<file path="config.mk">
export PLATFORM = sky130hd
export DESIGN_NAME = wdtWindowWatchdog
export DESIGN_NICKNAME = d
export VERILOG_FILES = /design/src/rtl/wdtPkg.sv /design/src/rtl/wdtCounter.sv /design/src/rtl/wdtControl.sv /design/src/rtl/wdtWindowWatchdog.sv
export SDC_FILE = /design/constraint.sdc
export NUM_CORES = 1
export LEC_CHECK = 0
export BUFFER_PORTS_ARGS = -buffer_cell sky130_fd_sc_hd__buf_2
export CORE_MARGIN = 10
export CORE_UTILIZATION = 25
export DETAILED_ROUTE_END_ITERATION = 10
export SLEW_MARGIN = 40
export SYNTH_ARGS = -nofsm -noshare
export SYNTH_HDL_FRONTEND = slang
export SYNTH_HIERARCHICAL = 1
export SYNTH_SLANG_ARGS = --single-unit
</file>
<file path="constraint.sdc">
create_clock -name clk -period 2.85 [get_ports clk]
set_clock_uncertainty 0.15 [all_clocks]
set_input_delay 0.57 -clock clk [delete_from_list [all_inputs] [get_ports clk]]
set_output_delay 0.57 -clock clk [all_outputs]
set_load 0.01 [all_outputs]
</file>
<file path="src/rtl/wdtPkg.sv">
package wdtPkg;

  localparam int NUM_CAUSE   = 4;
  localparam int CAUSE_OVF   = 0;
  localparam int CAUSE_KEY   = 1;
  localparam int CAUSE_EARLY = 2;
  localparam int CAUSE_BITOP = 3;

  // Field order matches the bit order of the configuration byte.
  typedef struct packed {
    logic       irqEn;
    logic [1:0] winSel;
    logic       enable;
    logic [2:0] ovfSel;
    logic       stbyRun;
  } wdtCfgT;

  typedef struct packed {
    logic advance;
    logic clear;
  } wdtStrobeT;

endpackage

</file>
<file path="src/rtl/wdtCounter.sv">
module wdtCounter
  import wdtPkg::*;
#(
  parameter int CNT_W    = 17,
  parameter int BASE_LOG = 10,
  parameter int SEL_W    = 3
) (
  input  logic             clk,
  input  logic             rstN,
  input  wdtStrobeT        strobe,
  input  logic [SEL_W-1:0] ovfSel,
  input  logic [1:0]       winSel,
  output logic [CNT_W-1:0] count,
  output logic             termHit,
  output logic             windowOpen,
  output logic             irqPoint
);
  localparam int NSEL = 1 << SEL_W;

  logic [CNT_W-1:0] lastTab  [NSEL];
  logic [CNT_W-1:0] halfTab  [NSEL];
  logic [CNT_W-1:0] quartTab [NSEL];
  logic [CNT_W-1:0] irqTab   [NSEL];

  for (genvar g = 0; g < NSEL; g++) begin : g_limits
    localparam int LG = ((BASE_LOG + g) > CNT_W) ? CNT_W : (BASE_LOG + g);
    localparam logic [CNT_W:0] LIM   = {{CNT_W{1'b0}}, 1'b1} << LG;
    localparam logic [CNT_W:0] LAST  = LIM - 1;
    localparam logic [CNT_W:0] HALF  = LIM >> 1;
    localparam logic [CNT_W:0] QUART = LIM >> 2;
    localparam logic [CNT_W:0] IRQV  = LIM - QUART - 1;
    assign lastTab[g]  = LAST[CNT_W-1:0];
    assign halfTab[g]  = HALF[CNT_W-1:0];
    assign quartTab[g] = QUART[CNT_W-1:0];
    assign irqTab[g]   = IRQV[CNT_W-1:0];
  end

  logic [CNT_W-1:0] countQ;

  always_ff @(posedge clk) begin
    if (!rstN)               countQ <= '0;
    else if (strobe.clear)   countQ <= '0;
    else if (strobe.advance) countQ <= countQ + 1'b1;
  end

  always_comb begin
    termHit  = (countQ == lastTab[ovfSel]);
    irqPoint = (countQ == irqTab[ovfSel]);
    unique case (winSel)
      2'b00:   windowOpen = (countQ >= halfTab[ovfSel]);
      2'b01:   windowOpen = (countQ >= quartTab[ovfSel]);
      default: windowOpen = 1'b1;
    endcase
  end

  assign count = countQ;

endmodule

</file>
<file path="src/rtl/wdtControl.sv">
module wdtControl
  import wdtPkg::*;
#(
  parameter logic [7:0] KEY = 8'hAC
) (
  input  logic                 clk,
  input  logic                 rstN,
  input  logic [7:0]           optByte,
  input  logic                 slowTick,
  input  logic                 standby,
  input  logic                 wrValid,
  input  logic [7:0]           wrData,
  input  logic                 wrBitOp,
  input  logic                 termHit,
  input  logic                 windowOpen,
  input  logic                 irqPoint,
  output wdtCfgT               cfg,
  output wdtStrobeT            strobe,
  output logic                 rstReq,
  output logic [NUM_CAUSE-1:0] rstCause,
  output logic                 intervalIrq
);
  wdtCfgT               cfgQ;
  logic                 reqQ, irqQ;
  logic [NUM_CAUSE-1:0] causeQ, causeNext;
  logic                 adv, goodWr, irqNext;

  always_comb begin
    adv       = cfgQ.enable && slowTick && (cfgQ.stbyRun || !standby);
    causeNext = '0;
    goodWr    = 1'b0;
    if (cfgQ.enable && wrValid) begin
      if (wrBitOp)           causeNext[CAUSE_BITOP] = 1'b1;
      else if (wrData != KEY) causeNext[CAUSE_KEY]  = 1'b1;
      else if (!windowOpen)  causeNext[CAUSE_EARLY] = 1'b1;
      else                   goodWr = 1'b1;
    end
    if ((causeNext == '0) && !goodWr && adv && termHit)
      causeNext[CAUSE_OVF] = 1'b1;
    strobe.advance = adv;
    strobe.clear   = goodWr || (causeNext != '0);
    irqNext        = cfgQ.irqEn && adv && !strobe.clear && irqPoint;
  end

  always_ff @(posedge clk) begin
    if (!rstN) begin
      cfgQ   <= wdtCfgT'(optByte);
      reqQ   <= 1'b0;
      causeQ <= '0;
      irqQ   <= 1'b0;
    end else begin
      reqQ <= (causeNext != '0);
      if (causeNext != '0) causeQ <= causeNext;
      irqQ <= irqNext;
    end
  end

  assign cfg         = cfgQ;
  assign rstReq      = reqQ;
  assign rstCause    = causeQ;
  assign intervalIrq = irqQ;

endmodule

</file>
<file path="src/rtl/wdtWindowWatchdog.sv">
module wdtWindowWatchdog
  import wdtPkg::*;
#(
  parameter int         CNT_W    = 17,
  parameter int         BASE_LOG = 10,
  parameter logic [7:0] KEY      = 8'hAC
) (
  input  logic       clk,
  input  logic       rstN,
  input  logic [7:0] optByte,
  input  logic       slowTick,
  input  logic       standby,
  input  logic       wrValid,
  input  logic [7:0] wrData,
  input  logic       wrBitOp,
  output logic       rstReq,
  output logic [3:0] rstCause,
  output logic       intervalIrq
);
  wdtCfgT           cfgQ;
  wdtStrobeT        strobe;
  logic [CNT_W-1:0] count;
  logic             termHit, windowOpen, irqPoint;

  wdtControl #(.KEY(KEY)) ctrl_i (
    .clk(clk), .rstN(rstN), .optByte(optByte), .slowTick(slowTick),
    .standby(standby), .wrValid(wrValid), .wrData(wrData), .wrBitOp(wrBitOp),
    .termHit(termHit), .windowOpen(windowOpen), .irqPoint(irqPoint),
    .cfg(cfgQ), .strobe(strobe), .rstReq(rstReq), .rstCause(rstCause),
    .intervalIrq(intervalIrq)
  );

  wdtCounter #(.CNT_W(CNT_W), .BASE_LOG(BASE_LOG), .SEL_W(3)) cnt_i (
    .clk(clk), .rstN(rstN), .strobe(strobe), .ovfSel(cfgQ.ovfSel),
    .winSel(cfgQ.winSel), .count(count), .termHit(termHit),
    .windowOpen(windowOpen), .irqPoint(irqPoint)
  );

endmodule

</file>
Word-level counts from Yosys, hierarchy flattened
Memory sizes are Yosys's and may differ from the RTL's.
Cells that the tools add are included.
{"block": "totals", "word_cells": 61, "register_bits": 31, "mem_count": 4, "mem_bits_ro": 544, "inputBits": 22, "latch_bits": 0, "ram_bits": 0}
{"block": "classes", "bitwise": 2, "eq_ne": 4, "n_mux": 20, "n_addsub": 1, "div_mod_pow": 0, "n_mul": 0, "reduce_logical": 18, "n_lt_le_gt_ge": 3, "shifts": 0}
{"name": "(name not given)", "words": 8, "word_bits": 17, "rd": 1, "rd_clocked_by_memory_dff": 0, "write_ports": 0, "line": "wdtCounter.sv:48", "source": "irqPoint = (countQ == irqTab[ovfSel]);"}
{"name": "(name not given)", "words": 8, "word_bits": 17, "rd": 1, "rd_clocked_by_memory_dff": 0, "write_ports": 0, "line": "wdtCounter.sv:50", "source": "2'b00: windowOpen = (countQ >= halfTab[ovfSel]);"}
{"name": "(name not given)", "words": 8, "word_bits": 17, "rd": 1, "rd_clocked_by_memory_dff": 0, "write_ports": 0, "line": "wdtCounter.sv:51", "source": "2'b01: windowOpen = (countQ >= quartTab[ovfSel]);"}
{"name": "(name not given)", "words": 8, "word_bits": 17, "rd": 1, "rd_clocked_by_memory_dff": 0, "write_ports": 0, "line": "wdtCounter.sv:47", "source": "termHit = (countQ == lastTab[ovfSel]);"}
{"op": "$mux 17", "n": 8}
{"op": "$eq 17x17->1", "n": 2}
{"op": "$ge 17x17->1", "n": 2}
{"op": "$add 17x1->17 const B", "n": 1}
{"op": "$logic_and 1x1->1", "n": 9}
{"op": "$mux 1", "n": 9}
{"op": "$ne 8x8->1 const B", "n": 1}
{"op": "$ge 4x4->1 const B", "n": 1}
{"op": "$not 3->4", "n": 1}
{"op": "$reduce_bool 4->1", "n": 1}
{"op": "$logic_not 1->1", "n": 3}
{"op": "$logic_not 3->1", "n": 1}
{"op": "$mux 3", "n": 1}
{"op": "$eq 2x1->1 const B", "n": 1}
{"op": "$logic_not 2->1", "n": 1}
{"op": "$logic_or 1x1->1", "n": 2}
{"op": "$mux 2", "n": 1}
{"op": "$pmux 1 s2", "n": 1}
{"op": "$reduce_or 2->1", "n": 1}
{"op": "$not 1->1", "n": 1}

Depth between registers and ports, before layout
Gate-level depths: netlist of the first run.
{"block": "depth", "ltp_word": 20, "mapped_depth": 13, "ltp_nobuf": 11}

Modules after synthesis
Netlist of the first run, hierarchy kept.
{"mod": "wdtCounter", "instances": 1, "area_each_um2": 1556.5, "cells_per_inst": 199}
{"mod": "wdtControl", "instances": 1, "area_each_um2": 550.5, "cells_per_inst": 43}

Worst setup path before layout of the first run
No wires, ideal clock.
{"block": "synth_timing", "path_kind": "reg2reg", "from": "reg ctrl_i/cfg[2] (netlist name)", "to": "reg cnt_i.countQ[0] (netlist: cnt_i/count[0])", "t_arrival_ns": 2.780, "t_required_ns": 2.572, "n_path_buf": 3, "slack_ns": -0.207, "period_less_slack_ns": 3.057, "stages_incl_launch_ff": 14, "setup_time_ns": 0.128, "cell_sequence": "edfxtp_1 clkbuf_1 and2_1 nand2_1 ha_1 nand3_1 nor4_1 inv_1 a2111o_1 nand2_1 nand2b_1 clkbuf_1 clkbuf_1 nor2_1"}
{"element": "to (signal assigned)", "line": "wdtCounter.sv:43", "source": "else if (strobe.advance) countQ <= countQ + 1'b1;"}
{"element": "to (decl)", "line": "wdtCounter.sv:38", "source": "logic [CNT_W-1:0] countQ;"}

Worst setup path in the final report of the first run
{"block": "layout_timing", "from": "reg ctrl_i/cfg[1] (netlist name)", "to": "reg ctrl_i.causeQ[3] (netlist: ctrl_i/rstCause[3])"}
{"block": "layout_via", "elab_chain_cells": 16, "word_cells_on_any_way": 29, "cone_classes": "2 x order compare; 1 x eq/ne; 16 x mux; 1 x bitwise; 6 x reduce/logical; 3 x memory"}
{"element": "$not 3->4 (implied by the code) *", "line": "wdtCounter.sv:50, wdtCounter.sv:51"}
{"element": "$mem_v2 8x17, on equally long branches"}
{"element": "$mux 17, on equally long branches (2 in series)", "line": "wdtCounter.sv:51, wdtCounter.sv:50"}
{"element": "$ge 17x17->1, on equally long branches", "line": "wdtCounter.sv:51, wdtCounter.sv:50"}
{"element": "$pmux 1 s2 *", "line": "wdtCounter.sv:49", "source": "unique case (winSel)"}
{"element": "net windowOpen", "line": "wdtWindowWatchdog.sv:23", "source": "logic termHit, windowOpen, irqPoint;"}
{"element": "$mux 1", "line": "wdtControl.sv:35", "source": "else if (!windowOpen) causeNext[CAUSE_EARLY] = 1'b1;"}
{"element": "$mux 1", "line": "wdtControl.sv:34", "source": "else if (wrData != KEY) causeNext[CAUSE_KEY] = 1'b1;"}
{"element": "$mux 2 or $mux 1 (tied branches)", "line": "wdtControl.sv:33", "source": "if (wrBitOp) causeNext[CAUSE_BITOP] = 1'b1;"}
{"element": "$mux 3 or $mux 1 (tied branches)", "line": "wdtControl.sv:32", "source": "if (cfgQ.enable && wrValid) begin"}
{"element": "$logic_not 3->1 or $logic_not 1->1 (tied branches)", "line": "wdtControl.sv:38", "source": "if ((causeNext == '0) && !goodWr && adv && termHit)"}
{"element": "$logic_and 1x1->1 (3 in series)", "line": "wdtControl.sv:38"}
{"element": "$mux 1", "line": "wdtControl.sv:38"}
{"element": "$reduce_bool 4->1 *", "line": "wdtControl.sv:53", "source": "if (causeNext != '0) causeQ <= causeNext;"}
{"element": "to (signal assigned)", "line": "wdtControl.sv:53"}
{"element": "to (decl)", "line": "wdtControl.sv:25", "source": "logic [NUM_CAUSE-1:0] causeQ, causeNext;"}
The timed path passes the listed nets; every way through them passes the cells marked *. The select of a mux whose other input is x is not followed.
A chain may end at the register's enable or synchronous reset.

==> results of run 1 <==
[where the power goes]
part           leakage, nW  total, mW  switching [mW]  internal, mW
Clock               0.0422      0.334           0.163         0.171
Sequential           0.264      0.482          0.0163         0.466
Combinational        0.692      0.174          0.0872        0.0865
[layer usage]
layer / track usage, % / share of wire [%]
met2: 13.83 / 47
met4: 2.571 / 0.92
met5: 0 / 0
met3: 2.684 / 5.5
met1: 10.64 / 46
[worst paths after layout]
path                      start                  to  slack, ps  cells past startpoint
max               ctrl_i/cfg[1]  ctrl_i/rstCause[3]         40                     11
min                  optByte[0]       ctrl_i/cfg[0]        310                      1
max reg2reg       ctrl_i/cfg[1]  ctrl_i/rstCause[3]         40                     11
min reg2reg  ctrl_i/rstCause[0]  ctrl_i/rstCause[0]        310                      2
[sequential cells by signal, summed over array words and instances, names as in the netlist]
signal,flops
ctrl_i/rstCause,4
cnt_i/count,17
ctrl_i/cfg,8
ctrl_i/intervalIrq,1
ctrl_i/rstReq,1
[cells by family (layout without fill, tap and decap cells)]
kind of cell	Yosys count	count (layout)	synth area share, %
xor+xnor	11	11	4.572
fa+ha+maj	18	18	10.69
buf+inv	26	67	5.404
flops	31	31	33.25
compound gates	53	53	18.17
mux	1	1	0.4751
simple gates	102	102	27.43
[per-stage QoR]
stage               total power [mW]  setup WS (ps)  utilization, %  std cells
floorplan                     0.5778          45.17               -        242
global placement              0.6317          92.28           29.62        375
detailed placement            0.6338          28.16           29.62        375
CTS                           0.9738          2.428           30.61        383
global route                   1.040         -128.7           32.75        388
finish                        0.9902          36.26           32.75        388
[worst register-to-register path, cell delays in order (launching register included)]
cell,delay (ps)
edfxtp_1,580
nand2_1,120
or2_4,270
ha_4,280
inv_1,40
o211ai_1,210
o211ai_1,140
a32oi_2,260
nand2b_1,150
o311ai_4,310
nand3_1,110
a21oi_1,130
[area by class of cell]
cell class / count / area (um2)
inverters: 11 / 41.29
repair buffers: 48 / 316.6
clock buffers: 7 / 76.32
flip-flops and latches: 31 / 700.7
multi-input cells: 185 / 1420
clock inverters: 1 / 5.005
fillers: 840 / 5525
well taps: 105 / 131.4
[placed cells by master, fill, tap and decap left out, drive strengths merged, types with 3 or more instances in the layout]
cell type  instances
a21oi             15
a32oi              3
buf               48
clkbuf             7
dfxtp             23
edfxtp             8
ha                18
inv               11
nand2             18
nand2b             5
nand3              9
nand4             10
nor2              23
nor2b              4
nor3               6
nor4               5
o211ai             5
o21ai              9
o31ai              3
or2                3
or3                3
or4                4
xnor2              7
xor2               4
[what timing repair did]
item                                    CTS  global route
endpoints found under the setup margin    0            22
resized for setup                         0            25
buffers inserted                          0             5
==> impl_results.md, run 1 <==
- Register area share after synthesis: 33.25%
- Synth cell count leaders: dfxtp_1 (23), nor2_1 (23), ha_1 (18), nand2_1 (18), a21oi_1 (15)
- P&R area growth vs syn: 27.73%
- Worst-Margin Slew: 615.7 ps
- CTS sink count: 31
- Worst path cell trace: nand2_1, or2_4, ha_4, inv_1, o211ai_1, o211ai_1, a32oi_2, nand2b_1, o311ai_4, nand3_1, a21oi_1
- Status: completed
- Routed Wire Length: 5542 um
- Die width: 111.8 um
- Area leader, netlist: dfxtp_1
- Final Slew Violations: 0
- Residual DRC: 0
- WP buf/inv: 1
- Clk slew on worst S/H paths: 60 ps
- Router iterations before antenna repair: 4
- Crit-path slowest cell: edfxtp_1
- Cells after Synth: 242
- Largest net degree at the start of global routing: 18
- CP most frequent cell: o211ai_1
- Total GRT Usage: 8.578%
- Total gr overflow: 0
- Slew margin rel.: 58.90%
- Post-synth EDFFs: 8
- Post-route cell area: 2691 um2
- Synthesized cell area: 2107 um2
- Hpwl dp: 4098 um
- TNS Setup: 0 ps
- Leakage power: 0.9986 nW
- Critical path type: flop to flop
- Min Tclk post-route: 2814 ps
- # port buffers: 27
- Worst path required time: 2910 ps
- YS warnings: 6
- Synth top area share: 21.85%
- VDD IR max: 0.2168 mV
- CP Capture Type: flop
- Die Span Y: 111.8 um
- Final Hold Fails: 0
- Max cap viols: 0
- Hold_buf cts: 0
- Num ports: 28
- Worst hold path class: input port to flop
- CTS H-tree depth: 2
- Final setup viols: 0
- Antenna-violating nets left: 0
- Placed cell areas: 2434 um2
- Row cnt: 33
- Routed vias/inst: 4.982
- Max Root-Sink Buffers: 2
- FFs w/ async S/R, synth: 0%
- Die Area: 12500 um2
- Share of cells above drive strength 1: 28.27%
- Root buffer cell: clkbuf_8
- CP arrival: 2880 ps
- Power per cell area: 367.9 nW/um2
- Crit path max-delay family: compound AO/OA/AOI/OAI gates
- #FFs+latches synth: 31
- Top_reg_cell synth: dfxtp_1
- Initial antenna violation count: 0
- Distinct cell type count after synthesis: 53
- Worst skew pair latency: 290 ps
- DR WL/cell: 14.28 um
- Nets@finish: 322
- First-pass GRT wire length: 9190 um
- Core box area: 8217 um2
- CP peak stage delay: 580 ps
- Mapped Avg Cell Area: 8.707 um2
- Setup crit start kind: flop
- RSZ-0062 raised after global routing: true
- CTS tree: yes
- Initial Util: 25.64%
- Diode count: 0
- Final period util: 98.73%
- CP max FO: 8
- Synth area leaders: dfxtp_1 (22%), edfxtp_1 (11%), ha_1 (11%)
- Final Wtd Congestion: 0.8253
- Number of global-route vias before repair: 1887
- Hold_ws: 309.4 ps
- Synthesized Nets: 282
- Via count: 1933
- Fmax: 355.4 MHz
- Cts bufs inserted: 5
- Initial DRC Count: 66
Power figures use the tool's default switching activity.
==> run 2: changes to the inputs <==
==> constraint.sdc (replaced) <==
create_clock -name clk -period 2.85 [get_ports clk]
set_clock_uncertainty 0.15 [all_clocks]
set_input_delay 0 -clock clk [delete_from_list [all_inputs] [get_ports clk]]
set_output_delay 0 -clock clk [all_outputs]
set_load 0.01 [all_outputs]
==> run 2 against run 1 <==
Effect of this change:
- die area unchanged
- wire length is 2.2% lower
- combinational power increased by 5%
- largest power group unchanged
- critical path depth stayed put
- sequential cell count is the same
- register-to-register slack gained 20 ps
- via count up 2.9%
==> impl_results.md, run 2 (same netlist as run 1, synthesis figures left out) <==
- Die Span Y: 111.8 um
- Wire length on met1: 2516 um
- CP arrival: 2860 ps
- Clk pwr share: 37.4%
- # port buffers: 27
- CTS tree: yes
- Final WS setup: 56.19 ps
- Antenna-violating nets left: 0
- Die width: 111.8 um
- Final Slew Violations: 0
- Pint: 0.7859 mW
- Worst-Margin Slew: 531.4 ps
- Slew margin rel.: 64.52%
- Most common cell after layout, fill and taps aside: buf_2
- Power per cell area: 381.7 nW/um2
- Status: completed
- Hpwl dp: 4070 um
- Comb power frac: 17.3%
- Clk slew on worst S/H paths: 70 ps
- Num ports: 28
- DR top layer: met4
- Net Sw Frac: 25.54%
- Commonest cells after routing, fill and taps aside: buf_2 (27), dfxtp_1 (23), nor2_1 (21), buf_4 (19), nand2_1 (17)
- Cell Count, Final, Fillers Out: 400
- Worst hold path class: input port to flop
- Nets@finish: 334
- First-pass GRT wire length: 8852 um
- Initial DRC Count: 103
- Share of cells above drive strength 1: 24.75%
- Total GRT Usage: 8.290%
- Placed cells: 373
- CP Capture Type: flop
- CTS sink count: 31
- CTS H-tree depth: 2
- Finished Core Util: 33.65%
- P&R area growth vs syn: 31.24%
- Root buffer cell: clkbuf_8
- Largest net degree at the start of global routing: 18
- Die Area: 12500 um2
- Met2 WL: 2521 um
- Worst path required time: 2920 ps
- Worst skew pair latency: 290 ps
- Setup crit start kind: flop
- VDD IR max: 0.2566 mV
- Largest register FFs: 17
- Hold_ws: 12.20 ps
- Cts bufs inserted: 5
- Number of global-route vias before repair: 1901
- Final setup viols: 0
- Residual DRC: 0
- Seq pwr share: 45.3%
- Row cnt: 33
- Max cap viols: 0
- Routed vias/inst: 4.973
- Leakage power: 1.048 nW
- Routed Wire Length: 5418 um
- Initial Util: 25.64%
- Sw Pwr: 0.2696 mW
- Final Hold Fails: 0
- Total gr overflow: 0
- Core box area: 8217 um2
- RSZ-0062 raised after global routing: true
- Min Tclk post-route: 2794 ps
- Max Root-Sink Buffers: 2
- Fmax: 357.9 MHz
- Final period util: 98.03%
- Critical path type: flop to flop
- Place WS: 17.05 ps
- CP max FO: 7
- Initial antenna violation count: 0
- DR WL/cell: 13.55 um
- Diode count: 0
- Router iterations before antenna repair: 4
- Met3 wire length: 335 um
- Final Wtd Congestion: 0.8288
- Via count: 1989
run 2: path summary, 6_finish.rpt:
| path | startpoint | to | slack, ps | cells after the start |
|---|---|---|---|---|
| setup / recovery | ctrl_i/cfg[2] | ctrl_i/rstCause[3] | 60 | 11 |
| hold / removal | wrData[4] | ctrl_i/rstCause[0] | 10 | 5 |
| setup reg to reg | ctrl_i/cfg[2] | ctrl_i/rstCause[3] | 60 | 11 |
| hold reg to reg | ctrl_i/rstCause[0] | ctrl_i/rstCause[0] | 310 | 2 |
run 2: through the flow:
stage | power (mW) | cell area (um2) | setup TNS (ps)
2_1_floorplan | 0.5778 | 2111 | 0
3_3_place_gp | 0.6318 | 2419 | 0
3_5_place_dp | 0.6330 | 2419 | 0
4_1_cts | 1.046 | 2658 | 0
5_1_grt | 1.107 | 2765 | -503.3
6_report | 1.056 | 2765 | 0
run 2: area by class of cell:
class,instances,area [um2]
fillers,837,5451
repair buffers,60,427.9
inverters,11,41.29
clock buffers,8,101.3
multi-input cells,185,1363
flip-flops and latches,31,700.7
well taps,105,131.4
run 2: what timing repair did:
action	4_1_cts	5_1_grt
endpoints found under the hold margin	15	0
hold buffers	13	0
pin swaps	0	11
endpoints found under the setup margin	1	22
resized for setup	0	15
setup buffers	1	5
run 2: worst max-delay path, stage by stage (launching register included):
cell	delay, ps
edfxtp_1	510
nor2_2	200
nand2_2	100
ha_4	270
and4bb_2	220
nand4b_1	100
a211o_1	270
a32oi_2	210
nand2b_1	150
o311ai_4	310
nand3_1	110
a21oi_1	120
run 2: metal layers:
layer  GRT usage, %  vias up
li1               -     1003
met1          9.981      937
met2          13.48       44
met3          2.899        5
met4          2.571        0
met5              0        -
run 2: power by group through the flow:
stage | Clock, mW | Sequential [mW] | Combinational [mW]
2_1_floorplan | 0 | 0.485 | 0.0932
3_3_place_gp | 0 | 0.489 | 0.143
3_5_place_dp | 0 | 0.489 | 0.144
4_1_cts | 0.407 | 0.480 | 0.160
5_1_grt | 0.426 | 0.479 | 0.202
6_report | 0.395 | 0.478 | 0.182
==> run 3: changes to the inputs <==
--- a/config.mk
+++ b/config.mk
@@ -9,6 +9,7 @@
 export CORE_MARGIN = 10
 export CORE_UTILIZATION = 25
 export DETAILED_ROUTE_END_ITERATION = 10
+export PLACE_DENSITY = 0.52
 export SLEW_MARGIN = 40
 export SYNTH_ARGS = -nofsm -noshare
 export SYNTH_HDL_FRONTEND = slang
==> constraint.sdc (replaced) <==
create_clock -name clk -period 2.7 [get_ports clk]
set_clock_uncertainty 0.15 [all_clocks]
set_input_delay 0 -clock clk [delete_from_list [all_inputs] [get_ports clk]]
set_output_delay 0 -clock clk [all_outputs]
set_load 0.01 [all_outputs]
==> run 3 against run 2 <==
Effect of this change:
- clock power shrank 8.4%
- sequential share of layout area down 0.38 points
- via count up 0.45%
- sequential cell count unchanged
- the flow now finishes with violations (setup timing)
- register-to-register slack worse by 140 ps
- wire length increased by 3.4%
- first-iteration DRC count fell by 12%
==> impl_results.md, run 3 (same netlist as run 1, synthesis figures left out) <==
- CTS tree: yes
- Leakage power: 1.070 nW
- Die Span Y: 111.8 um
- Min Tclk post-route: 2781 ps
- Max cap viols: 0
- Router iterations before antenna repair: 4
- Worst hold path class: input port to flop
- CTS H-tree depth: 2
- Largest net degree at the start of global routing: 18
- Setup crit start kind: flop
- Post-route cell area: 2808 um2
- Place WS: -52.17 ps
- Worst-Margin Slew: 557.1 ps
- Cell Count, Final, Fillers Out: 407
- TNS Setup: -134.8 ps
- First-pass GRT wire length: 9377 um
- CP peak stage delay: 490 ps
- Most common cell after layout, fill and taps aside: buf_2
- Via count: 1998
- Root buffer cell: clkbuf_8
- RSZ-0062 raised after global routing: true
- Residual DRC: 0
- Max Root-Sink Buffers: 2
- Worst path cell trace: nor2_2, nand2_2, buf_4, ha_1, nand4_1, o21ai_0, o221ai_1, a32oi_2, nand2b_1, o311ai_4, nand3_1, a21oi_2
- Total Power: 1.068 mW
- Largest register FFs: 17
- Row cnt: 33
- # port buffers: 27
- Hpwl dp: 4243 um
- Crit-path slowest cell: edfxtp_1
- Crit path max-delay family: compound AO/OA/AOI/OAI gates
- Final WS setup: -80.95 ps
- Final Slew Violations: 0
- Core box area: 8217 um2
- Power per cell area: 380.4 nW/um2
- Initial Util: 25.64%
- Hold_ws: 7.807 ps
- Total GRT Usage: 8.772%
- Clk slew on worst S/H paths: 70 ps
- Diode count: 0
- Die width: 111.8 um
- Final Hold Fails: 0
- VDD IR max: 0.2373 mV
- Failing checks: setup timing
- WP buf/inv: 1
- Initial antenna violation count: 0
- CP Capture Type: flop
- Final setup viols: 4
- CP arrival: 2850 ps
- Finished Core Util: 34.17%
- Antenna-violating nets left: 0
- Nets@finish: 341
- Routed vias/inst: 4.909
- Die Area: 12500 um2
- Number of global-route vias before repair: 2015
- Final period util: 103.0%
- Critical path type: flop to flop
- Total gr overflow: 0
- Slew margin rel.: 62.81%
- Initial DRC Count: 91
- Worst path required time: 2770 ps
- Placed cell areas: 2491 um2
- Placed cells: 382
- CP max FO: 6
- Share of cells above drive strength 1: 26.16%
- Status: finished with violations
- Fmax: 359.6 MHz
- CTS sink count: 31
- P&R area growth vs syn: 33.25%
- Final Wtd Congestion: 0.8240
- DR WL/cell: 13.77 um
- Commonest cells after routing, fill and taps aside: buf_2 (27), buf_4 (24), dfxtp_1 (23), nor2_1 (22), nand2_1 (17)
- Worst skew pair latency: 280 ps
- Cts bufs inserted: 5
- Routed Wire Length: 5604 um
- Num ports: 28
run 3: worst reg2reg max path: stages, from the launching register on:
cell,delay (ps)
edfxtp_1,490
nor2_2,190
nand2_2,100
buf_4,150
ha_1,260
nand4_1,100
o21ai_0,170
o221ai_1,180
a32oi_2,250
nand2b_1,140
o311ai_4,310
nand3_1,130
a21oi_2,110
run 3: timing repair:
action | CTS | global route
endpoints found under the hold margin | 15 | 0
setup buffers | 1 | 3
gates resized for setup | 3 | 9
hold buffers | 13 | 0
pin swaps | 1 | 7
endpoints found under the setup margin | 2 | 23
run 3: path summary, 6_finish.rpt:
check                startpoint                 end  slack (ps)  cells after the start
max               ctrl_i/cfg[2]  ctrl_i/rstCause[3]         -80                     12
min                   wrData[4]       ctrl_i/rstReq           8                      4
max reg2reg       ctrl_i/cfg[2]  ctrl_i/rstCause[3]         -80                     12
min reg2reg  ctrl_i/rstCause[0]  ctrl_i/rstCause[0]         310                      2
run 3: final cells by class:
type | instances | area, um2
Inverter | 11 | 41.29
Clock buffer | 6 | 72.57
Sequential cell | 31 | 700.7
Multi-Input combinational cell | 185 | 1361
Timing Repair Buffer | 67 | 488.0
Clock inverter | 2 | 12.51
Fill cell | 850 | 5409
Tap cell | 105 | 131.4
run 3: power by group:
group	leakage [nW]	switching, mW	internal [mW]
clock	0.0412	0.182	0.180
combinational	0.764	0.0942	0.107
sequential	0.264	0.0134	0.492
total	1.07	0.290	0.778
run 3: layer usage:
metal	part of all wire, %	track usage (%)	vias up
met5	0	0	-
met4	1.1	2.485	0
met3	6.2	3.328	11
met2	45	14.30	42
met1	47	10.47	924
li1	-	-	1021
